==> src/rtl/ecc_log_pkg.sv <==
package ecc_log_pkg;
  localparam logic [31:0] UNLOCK_KEY = 32'hFC60_0309;

  localparam int OFF_KEY    = 'h00;
  localparam int OFF_CFG    = 'h04;
  localparam int OFF_CTRL   = 'h50;
  localparam int OFF_UEADDR = 'h58;
  localparam int OFF_CEADDR = 'h5C;

  localparam int CFG_ECC_BIT  = 7;
  localparam int CFG_DDR4_BIT = 4;
  localparam int CTRL_CLR_BIT = 31;
  localparam int CTRL_CE_LSB  = 16;
  localparam int CTRL_UE_LSB  = 12;

  typedef struct packed {
    logic ecc_on;
    logic ddr4;
  } cfg_t;
endpackage

==> src/rtl/ecc_key_lock.sv <==
module ecc_key_lock
  import ecc_log_pkg::*;
(
  input  logic        clk,
  input  logic        rst,
  input  logic        key_wr,
  input  logic [31:0] key_val,
  output logic        unlocked
);
  always_ff @(posedge clk) begin
    if (rst)         unlocked <= 1'b0;
    else if (key_wr) unlocked <= (key_val == UNLOCK_KEY);
  end
endmodule

==> src/rtl/ecc_event_tracker.sv <==
module ecc_event_tracker #(
  parameter int CNT_W      = 8,
  parameter int ADDR_W     = 32,
  parameter bit KEEP_FIRST = 1'b0
) (
  input  logic              clk,
  input  logic              rst,
  input  logic              clear,
  input  logic              evt,
  input  logic [ADDR_W-1:0] evt_addr,
  output logic [CNT_W-1:0]  count,
  output logic              pending,
  output logic [ADDR_W-1:0] addr
);
  localparam logic [CNT_W-1:0] CNT_MAX = '1;

  logic take;
  assign take = evt && !clear;

  always_ff @(posedge clk) begin
    if (rst || clear) begin
      count   <= '0;
      pending <= 1'b0;
    end else if (evt) begin
      if (count != CNT_MAX) count <= count + 1'b1;
      pending <= 1'b1;
    end
  end

  generate
    if (KEEP_FIRST) begin : g_first
      always_ff @(posedge clk) begin
        if (rst)                      addr <= '0;
        else if (take && count == '0) addr <= evt_addr;
      end
    end else begin : g_last
      always_ff @(posedge clk) begin
        if (rst)       addr <= '0;
        else if (take) addr <= evt_addr;
      end
    end
  endgenerate
endmodule

==> src/rtl/ecc_event_regs.sv <==
module ecc_event_regs
  import ecc_log_pkg::*;
#(
  parameter int REG_AW   = 8,
  parameter int ERR_AW   = 32,
  parameter int CE_CNT_W = 8,
  parameter int UE_CNT_W = 4
) (
  input  logic              clk,
  input  logic              rst,
  input  logic              bus_valid,
  input  logic              bus_write,
  input  logic [REG_AW-1:0] bus_addr,
  input  logic [31:0]       bus_wdata,
  output logic [31:0]       bus_rdata,
  input  logic              ce_pulse,
  input  logic [ERR_AW-1:0] ce_addr,
  input  logic              ue_pulse,
  input  logic [ERR_AW-1:0] ue_addr,
  output logic              irq
);
  localparam int NCLASS = 2;

  logic wr, rd, unlocked;
  logic sel_key, sel_cfg, sel_ctrl, sel_ueaddr, sel_ceaddr;
  cfg_t cfg_q;
  logic clr_q;
  logic [NCLASS-1:0] en_q, pend;
  logic [CE_CNT_W-1:0] ce_cnt;
  logic [UE_CNT_W-1:0] ue_cnt;
  logic [ERR_AW-1:0] ue_addr_q, ce_addr_q;
  logic [31:0] rdata_n;

  assign wr = bus_valid && bus_write;
  assign rd = bus_valid && !bus_write;
  assign sel_key    = bus_addr == REG_AW'(OFF_KEY);
  assign sel_cfg    = bus_addr == REG_AW'(OFF_CFG);
  assign sel_ctrl   = bus_addr == REG_AW'(OFF_CTRL);
  assign sel_ueaddr = bus_addr == REG_AW'(OFF_UEADDR);
  assign sel_ceaddr = bus_addr == REG_AW'(OFF_CEADDR);

  ecc_key_lock u_lock (
    .clk(clk), .rst(rst), .key_wr(wr && sel_key),
    .key_val(bus_wdata), .unlocked(unlocked)
  );

  always_ff @(posedge clk) begin
    if (rst) begin
      cfg_q <= '0;
      clr_q <= 1'b0;
      en_q  <= '0;
    end else if (wr && unlocked) begin
      if (sel_cfg) begin
        cfg_q.ecc_on <= bus_wdata[CFG_ECC_BIT];
        cfg_q.ddr4   <= bus_wdata[CFG_DDR4_BIT];
      end
      if (sel_ctrl) begin
        clr_q <= bus_wdata[CTRL_CLR_BIT];
        en_q  <= bus_wdata[NCLASS-1:0];
      end
    end
  end

  ecc_event_tracker #(.CNT_W(CE_CNT_W), .ADDR_W(ERR_AW), .KEEP_FIRST(1'b0)) u_ce (
    .clk(clk), .rst(rst), .clear(clr_q), .evt(ce_pulse), .evt_addr(ce_addr),
    .count(ce_cnt), .pending(pend[0]), .addr(ce_addr_q)
  );

  ecc_event_tracker #(.CNT_W(UE_CNT_W), .ADDR_W(ERR_AW), .KEEP_FIRST(1'b1)) u_ue (
    .clk(clk), .rst(rst), .clear(clr_q), .evt(ue_pulse), .evt_addr(ue_addr),
    .count(ue_cnt), .pending(pend[1]), .addr(ue_addr_q)
  );

  always_comb begin
    rdata_n = '0;
    if (sel_key) rdata_n[0] = unlocked;
    if (sel_cfg) begin
      rdata_n[CFG_ECC_BIT]  = cfg_q.ecc_on;
      rdata_n[CFG_DDR4_BIT] = cfg_q.ddr4;
    end
    if (sel_ctrl) begin
      rdata_n[CTRL_CLR_BIT] = clr_q;
      rdata_n[CTRL_CE_LSB +: CE_CNT_W] = ce_cnt;
      rdata_n[CTRL_UE_LSB +: UE_CNT_W] = ue_cnt;
      rdata_n[NCLASS-1:0] = en_q;
    end
    if (sel_ueaddr) rdata_n[ERR_AW-1:0] = ue_addr_q;
    if (sel_ceaddr) rdata_n[ERR_AW-1:0] = ce_addr_q;
  end

  always_ff @(posedge clk) begin
    if (rst) begin
      bus_rdata <= '0;
      irq       <= 1'b0;
    end else begin
      if (rd) bus_rdata <= rdata_n;
      irq <= |(en_q & pend);
    end
  end
endmodule

==> config.mk <==
export PLATFORM = sky130hd
export DESIGN_NAME = ecc_event_regs
export DESIGN_NICKNAME = d
export VERILOG_FILES = /design/src/rtl/ecc_log_pkg.sv /design/src/rtl/ecc_key_lock.sv /design/src/rtl/ecc_event_tracker.sv /design/src/rtl/ecc_event_regs.sv
export SDC_FILE = /design/constraint.sdc
export NUM_CORES = 1
export LEC_CHECK = 0
export BUFFER_PORTS_ARGS = -buffer_cell sky130_fd_sc_hd__buf_4
export CORE_MARGIN = 2
export CORE_UTILIZATION = 30
export DETAILED_ROUTE_END_ITERATION = 16
export GPL_ROUTABILITY_DRIVEN = 0
export PLACE_DENSITY_LB_ADDON = 0.12
export SLEW_MARGIN = 20
export SYNTH_ARGS = -nofsm -noshare
export SYNTH_HDL_FRONTEND = slang
export SYNTH_SLANG_ARGS = --single-unit
==> constraint.sdc <==
create_clock -name clk -period 1.2 [get_ports clk]
set_input_delay 0.24 -clock clk [delete_from_list [all_inputs] [get_ports clk]]
set_output_delay 0.24 -clock clk [all_outputs]
set_load 0.005 [all_outputs]
; ---- After elaboration in Yosys (flattened, before gate mapping)
; Cells that the tools add are included.
[word_totals]
latch_bits = 0
rom_bits = 0
ramBits = 0
input_bits = 110
output_inout_bits = 33
memories = 0
regBits = 117
word_cells = 48
[classes]
div_mod_pow = 0
multipliers = 0
n_eq_ne = 7
order_cmp = 0
n_addsub = 2
mux = 8
n_reduce_logical = 17
shift = 0
bitwise_logic = 1
[op_table]
columns = cell, count
row1 = $mux W32, 2
row2 = $eq A32 B32 Y1 const B, 1
row3 = $eq A8 B7 Y1 const B, 3
row4 = $mux W12, 1
row5 = $add A8 B1 Y8 const B, 1
row6 = $eq A8 B3 Y1 const B, 1
row7 = $logic_not A8 Y1, 1
row8 = $ne A8 B8 Y1 const B, 1
row9 = $reduce_and A2 Y1, 4
row10 = $logic_and A1 B1 Y1, 7
row11 = $add A4 B1 Y4 const B, 1
row12 = $logic_not A4 Y1, 1
row13 = $mux W1, 4
row14 = $ne A4 B4 Y1 const B, 1
row15 = $and A2 B2 Y2, 1
row16 = $logic_not A1 Y1, 2
row17 = $mux W2, 1
row18 = $reduce_or A2 Y1, 1
row19 = $logic_or A1 B1 Y1, 1

; ---- Logic depth before layout (Yosys ltp)
[depth]
word_depth = 5
ltp_mapped = 7

; ---- Modules after synthesis
; A second synthesis with hierarchy kept.
[hier_totals]
hier_cells = 596
hier_area_um2 = 5360.1
[by_module_without_submodules]
columns = module, seq_area_each_um2, area_each_um2, cells_per_inst, n_inst
row1 = ecc_event_regs, 760.7, 1969.4, 225, 1
row2 = ecc_event_tracker (u_ue), 740.7, 1711.6, 166, 1
row3 = ecc_event_tracker (u_ce), 820.8, 1549.0, 189, 1
row4 = ecc_key_lock, 20.0, 130.1, 16, 1

; ---- Worst setup path after synthesis
; No wires, ideal clock.
[synth_timing]
path_type = reg2reg
startpoint = reg u_ce.count[0]
endpoint = reg u_ce.count[1]
path_slack_ps = -132
t_arrival_ps = 1205
setup_ps = 128
stages_incl_launch_ff = 6
synth_period_minus_slack_ps = 1332
path_cell_list = dfxtp_1 -> ha_1 -> nand3_1 -> o21ai_0 -> mux2i_1 -> nor2_1
[synth_between]
elab_chain_len = 2
[synth_lines]
columns = item, line_no
row1 = start: declaration, ecc_event_tracker.sv:11  ; output logic [CNT_W-1:0] count,
row2 = start signal: assignment, ecc_event_tracker.sv:25  ; if (count != CNT_MAX) count <= count + 1'b1;
row3 = "parallel branches: the longest is 2 deep, another holds $add A8 B1 Y8", -
; Several ways; the timed one is not identified.
; A chain may end at the register's enable or synchronous reset.

; ---- Worst setup path in the final report
[layout_timing]
startpoint = reg clr_q
endpoint = reg u_ue.addr[24]
[layout_between]
elab_chain_len = 3
[layout_lines]
columns = item, line_no
row1 = start: declaration, ecc_event_regs.sv:27  ; logic clr_q;
row2 = start signal: assignment, ecc_event_regs.sv:58  ; clr_q <= bus_wdata[CTRL_CLR_BIT];
row3 = $logic_not A1 Y1, ecc_event_tracker.sv:18  ; assign take = evt && !clear;
row4 = $logic_and A1 B1 Y1, ecc_event_tracker.sv:18
row5 = $logic_and A1 B1 Y1, ecc_event_tracker.sv:34  ; else if (take && count == '0) addr <= evt_addr;
row6 = end signal: assignment, ecc_event_tracker.sv:34
row7 = end: declaration, ecc_event_tracker.sv:13  ; output logic [ADDR_W-1:0] addr
; No other way between the ends.

==> results.py <==
metrics = {
    "synthesis": {
        "yosys_warnings": 0,
        "synth.top_cell.area_share": 0.4761,
        "syn-num-nets": 700,
        "postSynthCellCount": 587,
        "syn_area_um2": 4920,
        "synth.avg_cell_area_um2": 8.381,
        "synth_area_leaders": "dfxtp_1, nand2_1, a21oi_1",
        "yosysSeqAreaShare": 0.4761,
        "async_flop_share": 0,
        "synth.distinct_cells": 55,
        "synth_edf_count": 0,
        "yosys.area.top_type": "dfxtp_1",
        "synth_seq_cells": 117,
        "ys.flop_type": "dfxtp_1",
    },
    "status": {
        "status": "finished, violations left",
        "violations": "negative setup slack",
    },
    "routing": {
        "wl_um": 15750,
        "drt_pass1_iterations": 4,
        "wl_per_cell_um": 15.67,
        "drc": 0,
        "vias": 4809,
        "drt_iter0_drc": 250,
        "ant_nets": 0,
        "via_per_inst": 4.785,
    },
    "global_route": {
        "grt_first_pass_wirelength_um": 23870,
        "antenna_found_initial": 0,
        "grt_max_degree": 70,
        "grt_pass1_vias": 4680,
        "overflow": 0,
        "grt_usage": 0.1739,
    },
    "clocking": {
        "cts_tree": "built",
        "insertion_delay_ns": 0.42,
        "cts_root_buffer": "clkbuf_16",
        "cts_sinks": 117,
        "clockBufferDepth": 2,
        "htreeDepth": 4,
        "clk_pin_slew_ns": 0.05,
        "numCtsBuffers": 17,
    },
    "sta": {
        "tns_ns": -2.553,
        "period_needed_ns": 1.303,
        "tightest_slew_ns": 0.5675,
        "hold_viol_final": 0,
        "fin_worst_skew_ns": 0.007839,
        "slew_headroom": 0.6199,
        "rsz0062_at_grt": "true",
        "whs_ns": 0.06814,
        "max_freq_mhz": 767.7,
        "setup_ws_ns": -0.1025,
        "final_max_slew_viol_count": 0,
        "setup_viol": 34,
        "final.period_utilization": 1.085,
    },
    "placed_design": {
        "dpl_cell_area_um2": 6639,
        "hpwl_um": 10870,
        "port_buffers": 142,
    },
    "critical_path": {
        "cp_top_family": "simple AND/OR/NAND/NOR gates",
        "critical-path-max-stage-delay_ns": 0.34,
        "path_cells": "nor4b_4, and2_4, clkbuf_16, nand2_1, a21oi_1",
        "path_max_fanout": 10,
        "start_kind": "flip-flop",
        "arrival_ns": 1.65,
        "required_ns": 1.55,
        "critPathBufInv": 1,
        "crit_slowest_cell": "dfxtp_2",
        "critPathKind": "flip-flop to flip-flop",
        "end_kind": "flip-flop",
    },
    "floorplanning": {
        "placementRows": 46,
        "die_h_um": 132.1,
        "io_pins": 143,
        "core_area_um2": 15940,
        "dieWidth_um": 132.1,
        "dieArea_um2": 17440,
        "initial_core_util": 0.3086,
    },
    "flow_run": {
        "max-cap-violations": 0,
    },
    "min_path": {
        "hold_class": "primary input to flip-flop",
    },
    "cells_and_area": {
        "final_area_um2": 7624,
        "drive_gt1_frac": 0.3878,
        "area_delta_synth_final_pct": 54.96,
        "nets": 889,
        "antenna_cells": 0,
    },
    "power": {
        "total_power_mw": 11.08,
        "irDropWorstVdd_v": 0.001041,
        "p_leak_nw": 3.226,
        "power_density_nw_per_um2": 1453,
    },
}
-- cells in the final DEF (no fill, tap or decap), types with 3 or more instances in the layout --
master     Yosys  final
a22oi_1       17     17
buf_6          5      5
nor4b_1        3      3
nand2_1      147    146
clkbuf_16      0     20
a21oi_1       83     74
a21oi_2        0      9
clkbuf_1      14      3
clkbuf_8       0      5
mux2i_1        6      6
nand3_1        8      5
dfxtp_2        0      9
dfxtp_1      117    105
o21ai_0        8      6
o31ai_1       14     14
buf_4          2    193
nor3_1         5      5
xor2_1         4      4
buf_12         0      9
dfxtp_4        0      3
bufinv_16      0      5
o21a_1        14     14
nand3b_1       4      4
nand4_1        4      4
mux2_2        15     15
nor2_1        52     50
-- worst reg2reg max path: stages (launching register included) --
cell,delay (ns)
dfxtp_2,0.34
nor4b_4,0.29
and2_4,0.25
clkbuf_16,0.18
nand2_1,0.06
a21oi_1,0.11
-- metrics by stage --
stage	setup slack, ns	util	std cells
detailed placement	-0.3634	0.4164	962
CTS	-0.09390	0.4639	996
global route	-0.1583	0.4782	1005
global placement	-0.3040	0.4164	962
finish	-0.1025	0.4782	1005
floorplan	-0.04633	-	587
-- area by class of cell --
cell class              instances  area, µm²
multi-input cells             428       2550
clock inverters                 7      165.2
well taps                     216      270.3
flip-flops and latches        117       2365
clock buffers                  25      505.5
repair buffers                210       1760
inverters                       2      7.507
fillers                      1560       8319
-- final timing paths --
kind	startpoint	end	depth (start not counted)	slack, ns
worst max-delay path	clr_q	u_ue.addr[24]	5	-0.10
worst min register to register	u_ce.addr[10]	u_ce.addr[10]	2	0.45
worst min-delay path	ce_addr[10]	u_ce.addr[10]	3	0.07
worst max register to register	clr_q	u_ue.addr[24]	5	-0.10
-- registers in the layout (all words and copies together), names as in the netlist --
name / flops
bus_rdata: 32
cfg_q: 2
clr_q: 1
en_q: 2
irq: 1
u_ce.addr: 32
u_ce.count: 8
u_ce.pending: 1
u_lock.unlocked: 1
u_ue.addr: 32
u_ue.count: 4
u_ue.pending: 1
-- synthesized netlist by cell type (all sizes together) (2+ instances only) --
| master | instances |
|---|---|
| a21oi | 83 |
| a22oi | 17 |
| a31oi | 2 |
| and4 | 3 |
| and4b | 2 |
| buf | 26 |
| clkbuf | 14 |
| dfxtp | 117 |
| ha | 3 |
| inv | 2 |
| mux2 | 16 |
| mux2i | 6 |
| nand2 | 148 |
| nand2b | 2 |
| nand3 | 8 |
| nand3b | 4 |
| nand4 | 5 |
| nor2 | 52 |
| nor2b | 3 |
| nor3 | 7 |
| nor4 | 2 |
| nor4b | 4 |
| nor4bb | 2 |
| o2111a | 2 |
| o21a | 14 |
| o21ai | 9 |
| o31ai | 14 |
| xnor2 | 2 |
| xor2 | 4 |
-- kinds of logic (layout without fill, tap and decap cells) --
| logic type | count (synthesis) | count (layout) | share of synthesized area |
|---|---|---|---|
| simple gates | 252 | 252 | 0.2363 |
| compound gates | 145 | 145 | 0.1762 |
| flops | 117 | 117 | 0.4761 |
| buf+inv | 42 | 244 | 0.04425 |
| mux | 22 | 22 | 0.04883 |
| xor+xnor | 6 | 6 | 0.01068 |
| fa+ha+maj | 3 | 3 | 0.007631 |
-- metal layers --
layer / up-vias / global-route usage / share of wire
met5: - / 0 / 0
met4: 0 / 0.05676 / 0.012
met3: 15 / 0.04921 / 0.053
met2: 133 / 0.2966 / 0.49
met1: 2245 / 0.2111 / 0.44
li1: 2416 / - / -
-- report_power, final --
part	switching, mW	leakage (nW)	internal, mW
registers	0.0968	0.961	4.05
logic	0.566	1.94	0.639
clock network	1.77	0.320	3.96
-- repair_timing --
item	CTS	global route
pin swaps	6	10
setup endpoints to repair	42	81
setup buffers	2	6
gates cloned	0	3
gates resized for setup	19	33
hold buffers	0	0
Power figures use the tool's default switching activity.
